==> src/rtl/serio_pkg.sv <==
`timescale 1ns/1ps
package serio_pkg;
  localparam int WORD_W = 32;
  localparam int CNT_W  = $clog2(WORD_W) + 1;
  localparam int ADDR_W = 2;

  localparam logic [WORD_W-1:0] CTRL_MASK = 32'h0000_0377;

  typedef enum logic [ADDR_W-1:0] {
    A_RXBUF = 2'd0,
    A_TXBUF = 2'd1,
    A_CTRL  = 2'd2,
    A_STAT  = 2'd3
  } reg_addr_e;

  typedef logic [CNT_W-1:0] cnt_t;
  typedef logic [WORD_W-1:0] word_t;

  function automatic cnt_t rx_len(input logic [1:0] code);
    case (code)
      2'd0:    return cnt_t'(8);
      2'd1:    return cnt_t'(16);
      default: return cnt_t'(WORD_W);
    endcase
  endfunction

  function automatic cnt_t tx_len(input logic [1:0] code);
    case (code)
      2'd0:    return cnt_t'(8);
      2'd1:    return cnt_t'(16);
      2'd2:    return cnt_t'(24);
      default: return cnt_t'(WORD_W);
    endcase
  endfunction

  // place one received bit; words stay right-aligned either way
  function automatic word_t rx_insert(input word_t sh, input logic b,
                                      input cnt_t pos, input logic lsb);
    if (lsb) return sh | (word_t'(b) << pos);
    return {sh[WORD_W-2:0], b};
  endfunction

  // move the word so the first bit to send sits at a fixed end
  function automatic word_t tx_align(input word_t w, input cnt_t len,
                                     input logic lsb);
    if (lsb) return w;
    return w << (cnt_t'(WORD_W) - len);
  endfunction

  function automatic logic tx_head(input word_t v, input logic lsb);
    return lsb ? v[0] : v[WORD_W-1];
  endfunction

  function automatic word_t tx_next(input word_t v, input logic lsb);
    return lsb ? (v >> 1) : (v << 1);
  endfunction
endpackage

==> src/rtl/serio_rx.sv <==
`timescale 1ns/1ps
module serio_rx
  import serio_pkg::*;
(
  input  logic        clk,
  input  logic        rst_n,
  input  logic        sck,
  input  logic        frm,
  input  logic        sd,
  input  logic [1:0]  len_code,
  input  logic        lsb_first,
  input  logic        rd_clr,
  output word_t       buf_q,
  output logic        full_q,
  output logic        ovr_q,
  output logic        word_done
);
  logic  sck_q, active_q, lsb_q;
  cnt_t  cnt_q, len_q;
  word_t sh_q;

  logic  rise, start, take;
  cnt_t  eff_len, base_cnt;
  logic  eff_lsb;
  word_t base_sh, nsh;

  always_comb begin
    rise     = sck & ~sck_q;
    start    = rise & frm;
    take     = rise & (frm | active_q);
    eff_len  = start ? rx_len(len_code) : len_q;
    eff_lsb  = start ? lsb_first : lsb_q;
    base_sh  = start ? '0 : sh_q;
    base_cnt = start ? '0 : cnt_q;
    nsh      = rx_insert(base_sh, sd, base_cnt, eff_lsb);
    word_done = take & ((base_cnt + cnt_t'(1)) == eff_len);
  end

  always_ff @(posedge clk or negedge rst_n) begin
    if (!rst_n) begin
      sck_q    <= 1'b0;
      active_q <= 1'b0;
      lsb_q    <= 1'b0;
      cnt_q    <= '0;
      len_q    <= cnt_t'(8);
      sh_q     <= '0;
      buf_q    <= '0;
      full_q   <= 1'b0;
      ovr_q    <= 1'b0;
    end else begin
      sck_q <= sck;
      if (take) begin
        sh_q     <= nsh;
        cnt_q    <= base_cnt + cnt_t'(1);
        active_q <= ~word_done;
      end
      if (start) begin
        len_q <= eff_len;
        lsb_q <= eff_lsb;
      end
      if (word_done) begin
        buf_q  <= nsh;
        full_q <= 1'b1;
        ovr_q  <= (full_q | ovr_q) & ~rd_clr;
      end else if (rd_clr) begin
        full_q <= 1'b0;
        ovr_q  <= 1'b0;
      end
    end
  end
endmodule

==> src/rtl/serio_tx.sv <==
`timescale 1ns/1ps
module serio_tx
  import serio_pkg::*;
(
  input  logic        clk,
  input  logic        rst_n,
  input  logic        sck,
  input  logic        frm,
  input  logic [1:0]  len_code,
  input  logic        lsb_first,
  input  word_t       buf_data,
  input  logic        buf_full,
  output logic        sd_q,
  output logic        word_load,
  output logic        busy
);
  logic  sck_q, active_q, lsb_q, fall;
  cnt_t  cnt_q, len_q, new_len;
  word_t sh_q, src, aligned;

  always_comb begin
    fall      = ~sck & sck_q;
    word_load = fall & frm;
    new_len   = tx_len(len_code);
    src       = buf_full ? buf_data : '0;
    aligned   = tx_align(src, new_len, lsb_first);
    busy      = active_q;
  end

  always_ff @(posedge clk or negedge rst_n) begin
    if (!rst_n) begin
      sck_q    <= 1'b0;
      active_q <= 1'b0;
      lsb_q    <= 1'b0;
      cnt_q    <= '0;
      len_q    <= cnt_t'(8);
      sh_q     <= '0;
      sd_q     <= 1'b0;
    end else begin
      sck_q <= sck;
      if (word_load) begin
        sd_q     <= tx_head(aligned, lsb_first);
        sh_q     <= tx_next(aligned, lsb_first);
        cnt_q    <= cnt_t'(1);
        len_q    <= new_len;
        lsb_q    <= lsb_first;
        active_q <= 1'b1;
      end else if (fall && active_q) begin
        if (cnt_q == len_q) begin
          active_q <= 1'b0;
          sd_q     <= 1'b0;
        end else begin
          sd_q  <= tx_head(sh_q, lsb_q);
          sh_q  <= tx_next(sh_q, lsb_q);
          cnt_q <= cnt_q + cnt_t'(1);
        end
      end
    end
  end
endmodule

==> src/rtl/serio_regs.sv <==
`timescale 1ns/1ps
module serio_regs
  import serio_pkg::*;
(
  input  logic              clk,
  input  logic              rst_n,
  input  logic              bus_sel,
  input  logic              bus_wr,
  input  logic [ADDR_W-1:0] bus_addr,
  input  word_t             bus_wdata,
  output word_t             bus_rdata,
  input  word_t             rx_buf,
  input  logic              rx_full,
  input  logic              rx_ovr,
  input  logic              tx_load,
  output word_t             ctrl_q,
  output word_t             tx_buf_q,
  output logic              tx_full_q,
  output logic              rd_clr,
  output logic              tx_wr,
  output logic              irq
);
  logic ctrl_wr;
  word_t status;

  always_comb begin
    rd_clr  = bus_sel & ~bus_wr & (bus_addr == A_RXBUF);
    tx_wr   = bus_sel &  bus_wr & (bus_addr == A_TXBUF);
    ctrl_wr = bus_sel &  bus_wr & (bus_addr == A_CTRL);
    status  = {{(WORD_W-3){1'b0}}, ~tx_full_q, rx_ovr, rx_full};
    case (bus_addr)
      A_RXBUF: bus_rdata = rx_buf;
      A_TXBUF: bus_rdata = tx_buf_q;
      A_CTRL:  bus_rdata = ctrl_q;
      default: bus_rdata = status;
    endcase
    irq = (rx_full & ctrl_q[8]) | (~tx_full_q & ctrl_q[9]);
  end

  always_ff @(posedge clk or negedge rst_n) begin
    if (!rst_n) begin
      ctrl_q    <= '0;
      tx_buf_q  <= '0;
      tx_full_q <= 1'b0;
    end else begin
      if (ctrl_wr) ctrl_q <= bus_wdata & CTRL_MASK;
      if (tx_wr) begin
        tx_buf_q  <= bus_wdata;
        tx_full_q <= 1'b1;
      end else if (tx_load) begin
        tx_full_q <= 1'b0;
      end
    end
  end
endmodule

==> src/rtl/serial_io_port.sv <==
`timescale 1ns/1ps
module serial_io_port
  import serio_pkg::*;
(
  input  logic              clk,
  input  logic              rst_n,
  input  logic              bus_sel,
  input  logic              bus_wr,
  input  logic [ADDR_W-1:0] bus_addr,
  input  logic [WORD_W-1:0] bus_wdata,
  output logic [WORD_W-1:0] bus_rdata,
  input  logic              rx_sck,
  input  logic              rx_frm,
  input  logic              rx_sd,
  input  logic              tx_sck,
  input  logic              tx_frm,
  output logic              tx_sd,
  output logic              irq,
  output logic              rx_dreq,
  output logic              tx_dreq
);
  word_t ctrl, rx_buf, tx_buf;
  logic  rx_full, rx_ovr, rx_word_done, rx_rd_clr;
  logic  tx_full, tx_wr, tx_word_load, tx_busy;

  serio_regs u_regs (
    .clk(clk), .rst_n(rst_n),
    .bus_sel(bus_sel), .bus_wr(bus_wr), .bus_addr(bus_addr),
    .bus_wdata(bus_wdata), .bus_rdata(bus_rdata),
    .rx_buf(rx_buf), .rx_full(rx_full), .rx_ovr(rx_ovr),
    .tx_load(tx_word_load),
    .ctrl_q(ctrl), .tx_buf_q(tx_buf), .tx_full_q(tx_full),
    .rd_clr(rx_rd_clr), .tx_wr(tx_wr), .irq(irq)
  );

  serio_rx u_rx (
    .clk(clk), .rst_n(rst_n),
    .sck(rx_sck), .frm(rx_frm), .sd(rx_sd),
    .len_code(ctrl[1:0]), .lsb_first(ctrl[2]),
    .rd_clr(rx_rd_clr),
    .buf_q(rx_buf), .full_q(rx_full), .ovr_q(rx_ovr),
    .word_done(rx_word_done)
  );

  serio_tx u_tx (
    .clk(clk), .rst_n(rst_n),
    .sck(tx_sck), .frm(tx_frm),
    .len_code(ctrl[5:4]), .lsb_first(ctrl[6]),
    .buf_data(tx_buf), .buf_full(tx_full),
    .sd_q(tx_sd), .word_load(tx_word_load), .busy(tx_busy)
  );

  assign rx_dreq = rx_full;
  assign tx_dreq = ~tx_full;
endmodule

==> config.mk <==
export PLATFORM = sky130hd
export DESIGN_NAME = serial_io_port
export DESIGN_NICKNAME = d
export VERILOG_FILES = /design/src/rtl/serio_pkg.sv /design/src/rtl/serio_rx.sv /design/src/rtl/serio_tx.sv /design/src/rtl/serio_regs.sv /design/src/rtl/serial_io_port.sv
export SDC_FILE = /design/constraint.sdc
export NUM_CORES = 1
export LEC_CHECK = 0
export CELL_PAD_IN_SITES_DETAIL_PLACEMENT = 1
export CELL_PAD_IN_SITES_GLOBAL_PLACEMENT = 1
export CORE_UTILIZATION = 50
export DETAILED_ROUTE_END_ITERATION = 16
export PLACE_DENSITY = 0.89
export SYNTH_ARGS = -nofsm -noshare
export SYNTH_HDL_FRONTEND = slang
export SYNTH_SLANG_ARGS = --single-unit
==> constraint.sdc <==
create_clock -name clk -period 4.07 [get_ports clk]
set_input_delay 1.0175 -clock clk [delete_from_list [all_inputs] [get_ports clk]]
set_output_delay 1.0175 -clock clk [all_outputs]
set_load 0.02 [all_outputs]
# == Word level (Yosys, flattened, before mapping) ==
# Cells that the tools add are included.
# classes
addsub,3
eq_ne,8
n_shift,2
muxes,35
n_bitwise,24
reduce_logical,10
# op_table
cell,count
$mux W32,11
$pmux W32 S3,1
$or A32 B32 Y32,1
$shl A1 B6 Y32,1
$shl A32 B6 Y32,1
$mux W6,5
$pmux W6 S3,1
$mux W1,16
$and A1 B1 Y1,14
$add A6 B1 Y6 const B,2
$eq A6 B6 Y1,2
$pmux W6 S2,1
$reduce_bool A2 Y1,4
$eq A2 B1 Y1 const B,3
$logic_not A2 Y1,3
$not A1 Y1,6
$sub A6 B6 Y6 const A,1
$eq A2 B2 Y1 const B,2
$reduce_and A2 Y1,2
$or A1 B1 Y1,3
$ne A2 B2 Y1 const B,1
$logic_and A1 B1 Y1,1
# word_totals
reg_bits,170
input_bits,43
output_inout_bits,36
elab_cells,101

# == Longest topological paths before layout ==
# logic_depth
depth_word,8
ltp_mapped,9
ltp_nobuf,7

# == Cells and area by module ==
# From an unflattened synthesis, not the netlist that was laid out.
# hier_totals
hier_cells,916
hier_area_um2,9809.4
# modules_own_cells
module,n_inst,cells_each,area_each_um2,seq_area_each_um2
serio_rx,1,370,4021.4,2028.2
serio_tx,1,359,3370.7,1127.3
serio_regs,1,186,2413.6,1026.0
serial_io_port,1,1,3.8,0.0

# == Worst setup path before layout ==
# Ideal clock, no wire load.
# synth_path
path_type,input port to output port
from,input port bus_addr[0]
to,output port bus_rdata[10]
arrival_ns,2.505
required_time_ns,3.053
path_slack_ns,0.547
stages,5
n_path_buf,3
path_cell_list,clkbuf_1 > clkbuf_1 > buf_2 > mux2i_1 > nor2_1
# synth_via
elab_chain_len,2
elab_cells_between_ends,4
cone_classes,eq/ne: 2; mux: 1; reduce/logical: 1
# synth_rtl
item,line,text
start: declaration,serial_io_port.sv:9,"input logic [ADDR_W-1:0] bus_addr,"
$eq A2 B2 Y1 (tied with other cells),serio_regs.sv:31,case (bus_addr)
$pmux W32 S3 *,serio_regs.sv:31,
end: declaration,serial_io_port.sv:11,"output logic [WORD_W-1:0] bus_rdata,"
# Mark *: on every way between the ends. The rest lies on a longest branch, timed or not.

# == Worst setup path in the final report ==
# layout_path
from,input port bus_addr[1]
to,output port bus_rdata[6]
# Same word-level chain as after synthesis.

==> impl_metrics.toml <==
[routing]
first_pass_iters = 5
routed_wl_microns = 29700
ant_nets = 0
via_per_inst = 6.38
wl_per_cell_microns = 24.9
drt_iter0_drc = 596
drc = 0
vias = 7613

[die]
num_rows = 49
die-area_sq_um = 19000
die_w_microns = 138
core_area_sq_um = 18000
die_h_microns = 138
ios = 79
initial_utilization_pct = 51.1

[clock_network]
cts_max_path_buffers = 2
insertion_delay_ns = 0.43
h-tree-depth = 4
cts_made_buffers = 17
root_buffer = "clkbuf_16"
cts_tree = "done"
postCtsResizedCells = 0
cts.sinks = 167
cts.clk_slew.worst_paths_ns = 0.07
cts_setup_buffers = 0
hold_buffers = 0

[sta]
finalClockSkew_ns = 0.0121
worstMarginPinSlew_ns = 1.24
slew_violations = 0
period_needed_ns = 3.91
setup_tns_ns = 0
setup_violations = 0
finalCritPeriodShare_pct = 96.1
fmax_ghz = 0.256
hold_slack_ns = 0.493
finalHoldViolCount = 0
rsz0062_at_grt = "no"
relSlewSlack_pct = 17.1

[setup_path]
crit_arrival_ns = 2.89
startpoint_type = "input port"
crit_path_end_kind = "output port"
required_ns = 3.05
timing_worst_setup_path_type = "in -> out"
cp_max_fo = 6

[layout]
nets = 1000
seq_area_sq_um = 4180
drive_gt1_share_pct = 16.0
syn2layout_area_growth_pct = 17.5
antenna_cells = 0
multi_input_area_sq_um = 4660
nFillCells = 1935

[yosys]
async_reset_ff_share_pct = 100
synth_edf_count = 0
synth_cells = 898
ys_types = 59
ys_warn_count = 0
synth_area_sq_um = 9210
synth-seq-cells = 167
ys_seq_area_share_pct = 45.4
syn-num-nets = 946
synth_top_flop_cell = "dfrtp_1"
syn_area_per_cell_sq_um = 10.3

[place]
hpwl_microns = 19300
place_congestion = 0.861
io_buffers = 78

[grt]
grt_pass1_wl_microns = 45800
grt_max_degree = 89
grt_pass1_vias = 8085
antenna_found_initial = 0
overflow = 0
track_usage_pct = 32.8

[run_status]
status = "complete, no violations"

[power]
powerDensity_nw_per_um2 = 672
ir_drop_v = 0.000413
p_leak_nw = 4.59

[flow_run]
cap_viol_max_count = 0

[hold_path]
min_path_type = "reg -> reg"
-- worst paths after layout --
path,cells past startpoint,slack [ns],end,from
hold reg to reg,2,0.49,u_rx.len_q[3]$_DFFE_PN1P_,u_rx.len_q[3]$_DFFE_PN1P_
max in group asynchronous,2,2.54,u_rx.len_q[3]$_DFFE_PN1P_,rst_n
setup / recovery,5,0.16,bus_rdata[6],bus_addr[1]
min in group asynchronous,1,0.67,u_regs.ctrl_q[0]$_DFFE_PN0P_,rst_n
hold / removal,2,0.49,u_rx.len_q[3]$_DFFE_PN1P_,u_rx.len_q[3]$_DFFE_PN1P_
setup reg to reg,6,1.40,u_tx.sh_q[16]$_DFFE_PN0P_,u_regs.ctrl_q[4]$_DFFE_PN0P_
-- stage by stage --
step | total power [mW] | worst slack (ns) | util (%) | area (sq um) | cells
global placement | 5.20 | 0.312 | 56.5 | 10200 | 1162
finish | 7.27 | 0.159 | 60.0 | 10800 | 1194
CTS | 7.24 | 0.167 | 60.0 | 10800 | 1194
detailed placement | 5.38 | 0.234 | 56.5 | 10200 | 1162
floorplan | 4.45 | 0.548 | - | 9210 | 898
global route | 7.60 | 0.119 | 60.0 | 10800 | 1194
-- synthesized netlist by cell type (2+ instances only) --
| cell | number | area share (%) |
|---|---|---|
| dfrtp_1 | 165 | 45 |
| nor2_1 | 102 | 4.2 |
| mux2i_1 | 91 | 9.9 |
| nand2_1 | 85 | 3.5 |
| mux2_2 | 76 | 9.3 |
| clkbuf_1 | 47 | 1.9 |
| a21oi_1 | 46 | 2.5 |
| o21ai_0 | 44 | 2.4 |
| inv_1 | 25 | 1.0 |
| o22ai_1 | 18 | 1.2 |
| nand3_1 | 17 | 0.92 |
| a221oi_1 | 14 | 1.3 |
| mux2_1 | 13 | 1.6 |
| mux4_2 | 11 | 2.7 |
| a22oi_1 | 10 | 0.82 |
| xnor2_1 | 10 | 0.95 |
| a222oi_1 | 8 | 0.87 |
| buf_1 | 7 | 0.29 |
| buf_2 | 7 | 0.38 |
| nor2b_1 | 7 | 0.48 |
| o2bb2ai_1 | 7 | 0.67 |
| xor2_1 | 7 | 0.67 |
| or3_1 | 6 | 0.41 |
| ha_1 | 5 | 0.68 |
| nand4_1 | 5 | 0.34 |
| nor3_1 | 5 | 0.27 |
| o211ai_1 | 5 | 0.41 |
| a31oi_1 | 4 | 0.27 |
| and2_1 | 4 | 0.27 |
| and3_1 | 4 | 0.27 |
| nand2b_1 | 4 | 0.27 |
| nand3b_1 | 4 | 0.33 |
| and3b_1 | 3 | 0.29 |
| buf_6 | 3 | 0.37 |
| nor3b_1 | 3 | 0.24 |
| a22o_1 | 2 | 0.19 |
| dfstp_2 | 2 | 0.57 |
-- critical path, stage by stage --
cell and delay (ns):
clkdlybuf4s50_1 0.49, nor2b_1 0.41, nand2_1 0.11, o21ai_0 0.18
clkdlybuf4s50_1 0.68
-- where the power goes --
| part | switching, mW | internal (mW) |
|---|---|---|
| Clock | 0.718 | 1.03 |
| Sequential | 0.739 | 2.24 |
| Combinational | 1.36 | 1.17 |
-- routing by layer --
metal / part of all wire, % / track usage, %
met3: 6.4 / 6.51
met4: 4.1 / 15.9
met2: 49 / 54.6
met5: 0 / 0
met1: 40 / 40.8
-- sequential cells by signal (all words and copies together), names as in the netlist --
register,flops
u_rx.cnt_q,6
u_tx.cnt_q,6
u_rx.active_q,1
u_rx.ovr_q,1
u_tx.busy,1
u_regs.tx_buf_q,32
u_rx.sh_q,32
u_tx.lsb_q,1
u_tx.len_q,3
u_rx.lsb_q,1
u_tx.sh_q,32
u_regs.tx_full_q,1
u_rx.len_q,6
u_tx.sck_q,1
u_tx.sd_q,1
u_rx.buf_q,32
u_rx.full_q,1
u_rx.sck_q,1
u_regs.ctrl_q,8
-- layout by cell type (no fill, tap or decap), types with 6 or more instances in the layout --
master / synthesis / routed
nand2_1: 85 / 85
a221oi_1: 14 / 14
buf_4: 1 / 20
nor2_1: 102 / 102
mux2_2: 76 / 76
a21oi_1: 46 / 46
a22oi_1: 10 / 10
nor2b_1: 7 / 7
mux2_1: 13 / 13
clkdlybuf4s50_1: 0 / 76
xor2_1: 7 / 7
nand3_1: 17 / 17
dfrtp_1: 165 / 164
inv_1: 25 / 25
mux4_2: 11 / 11
mux2i_1: 91 / 91
o22ai_1: 18 / 18
clkbuf_16: 0 / 17
o21ai_0: 44 / 44
o2bb2ai_1: 7 / 7
or3_1: 6 / 6
a222oi_1: 8 / 8
xnor2_1: 10 / 10
-- cell type report --
type	count	area share, %
clock buffers	18	3.97
clock inverters	14	1.83
inverters	25	0.868
multi-input cells	641	43.1
flip-flops and latches	167	38.7
well taps	229	2.65
repair buffers	100	8.94
-- cells by family after synthesis --
group | Yosys count | share of synthesized area (%)
buf+inv | 90 | 4.05
fa+ha+maj | 5 | 0.680
simple gates | 256 | 12.4
xor+xnor | 17 | 1.62
mux | 191 | 23.5
compound gates | 172 | 12.3
flops | 167 | 45.4
No activity file was read; power rests on OpenSTA's default activity.
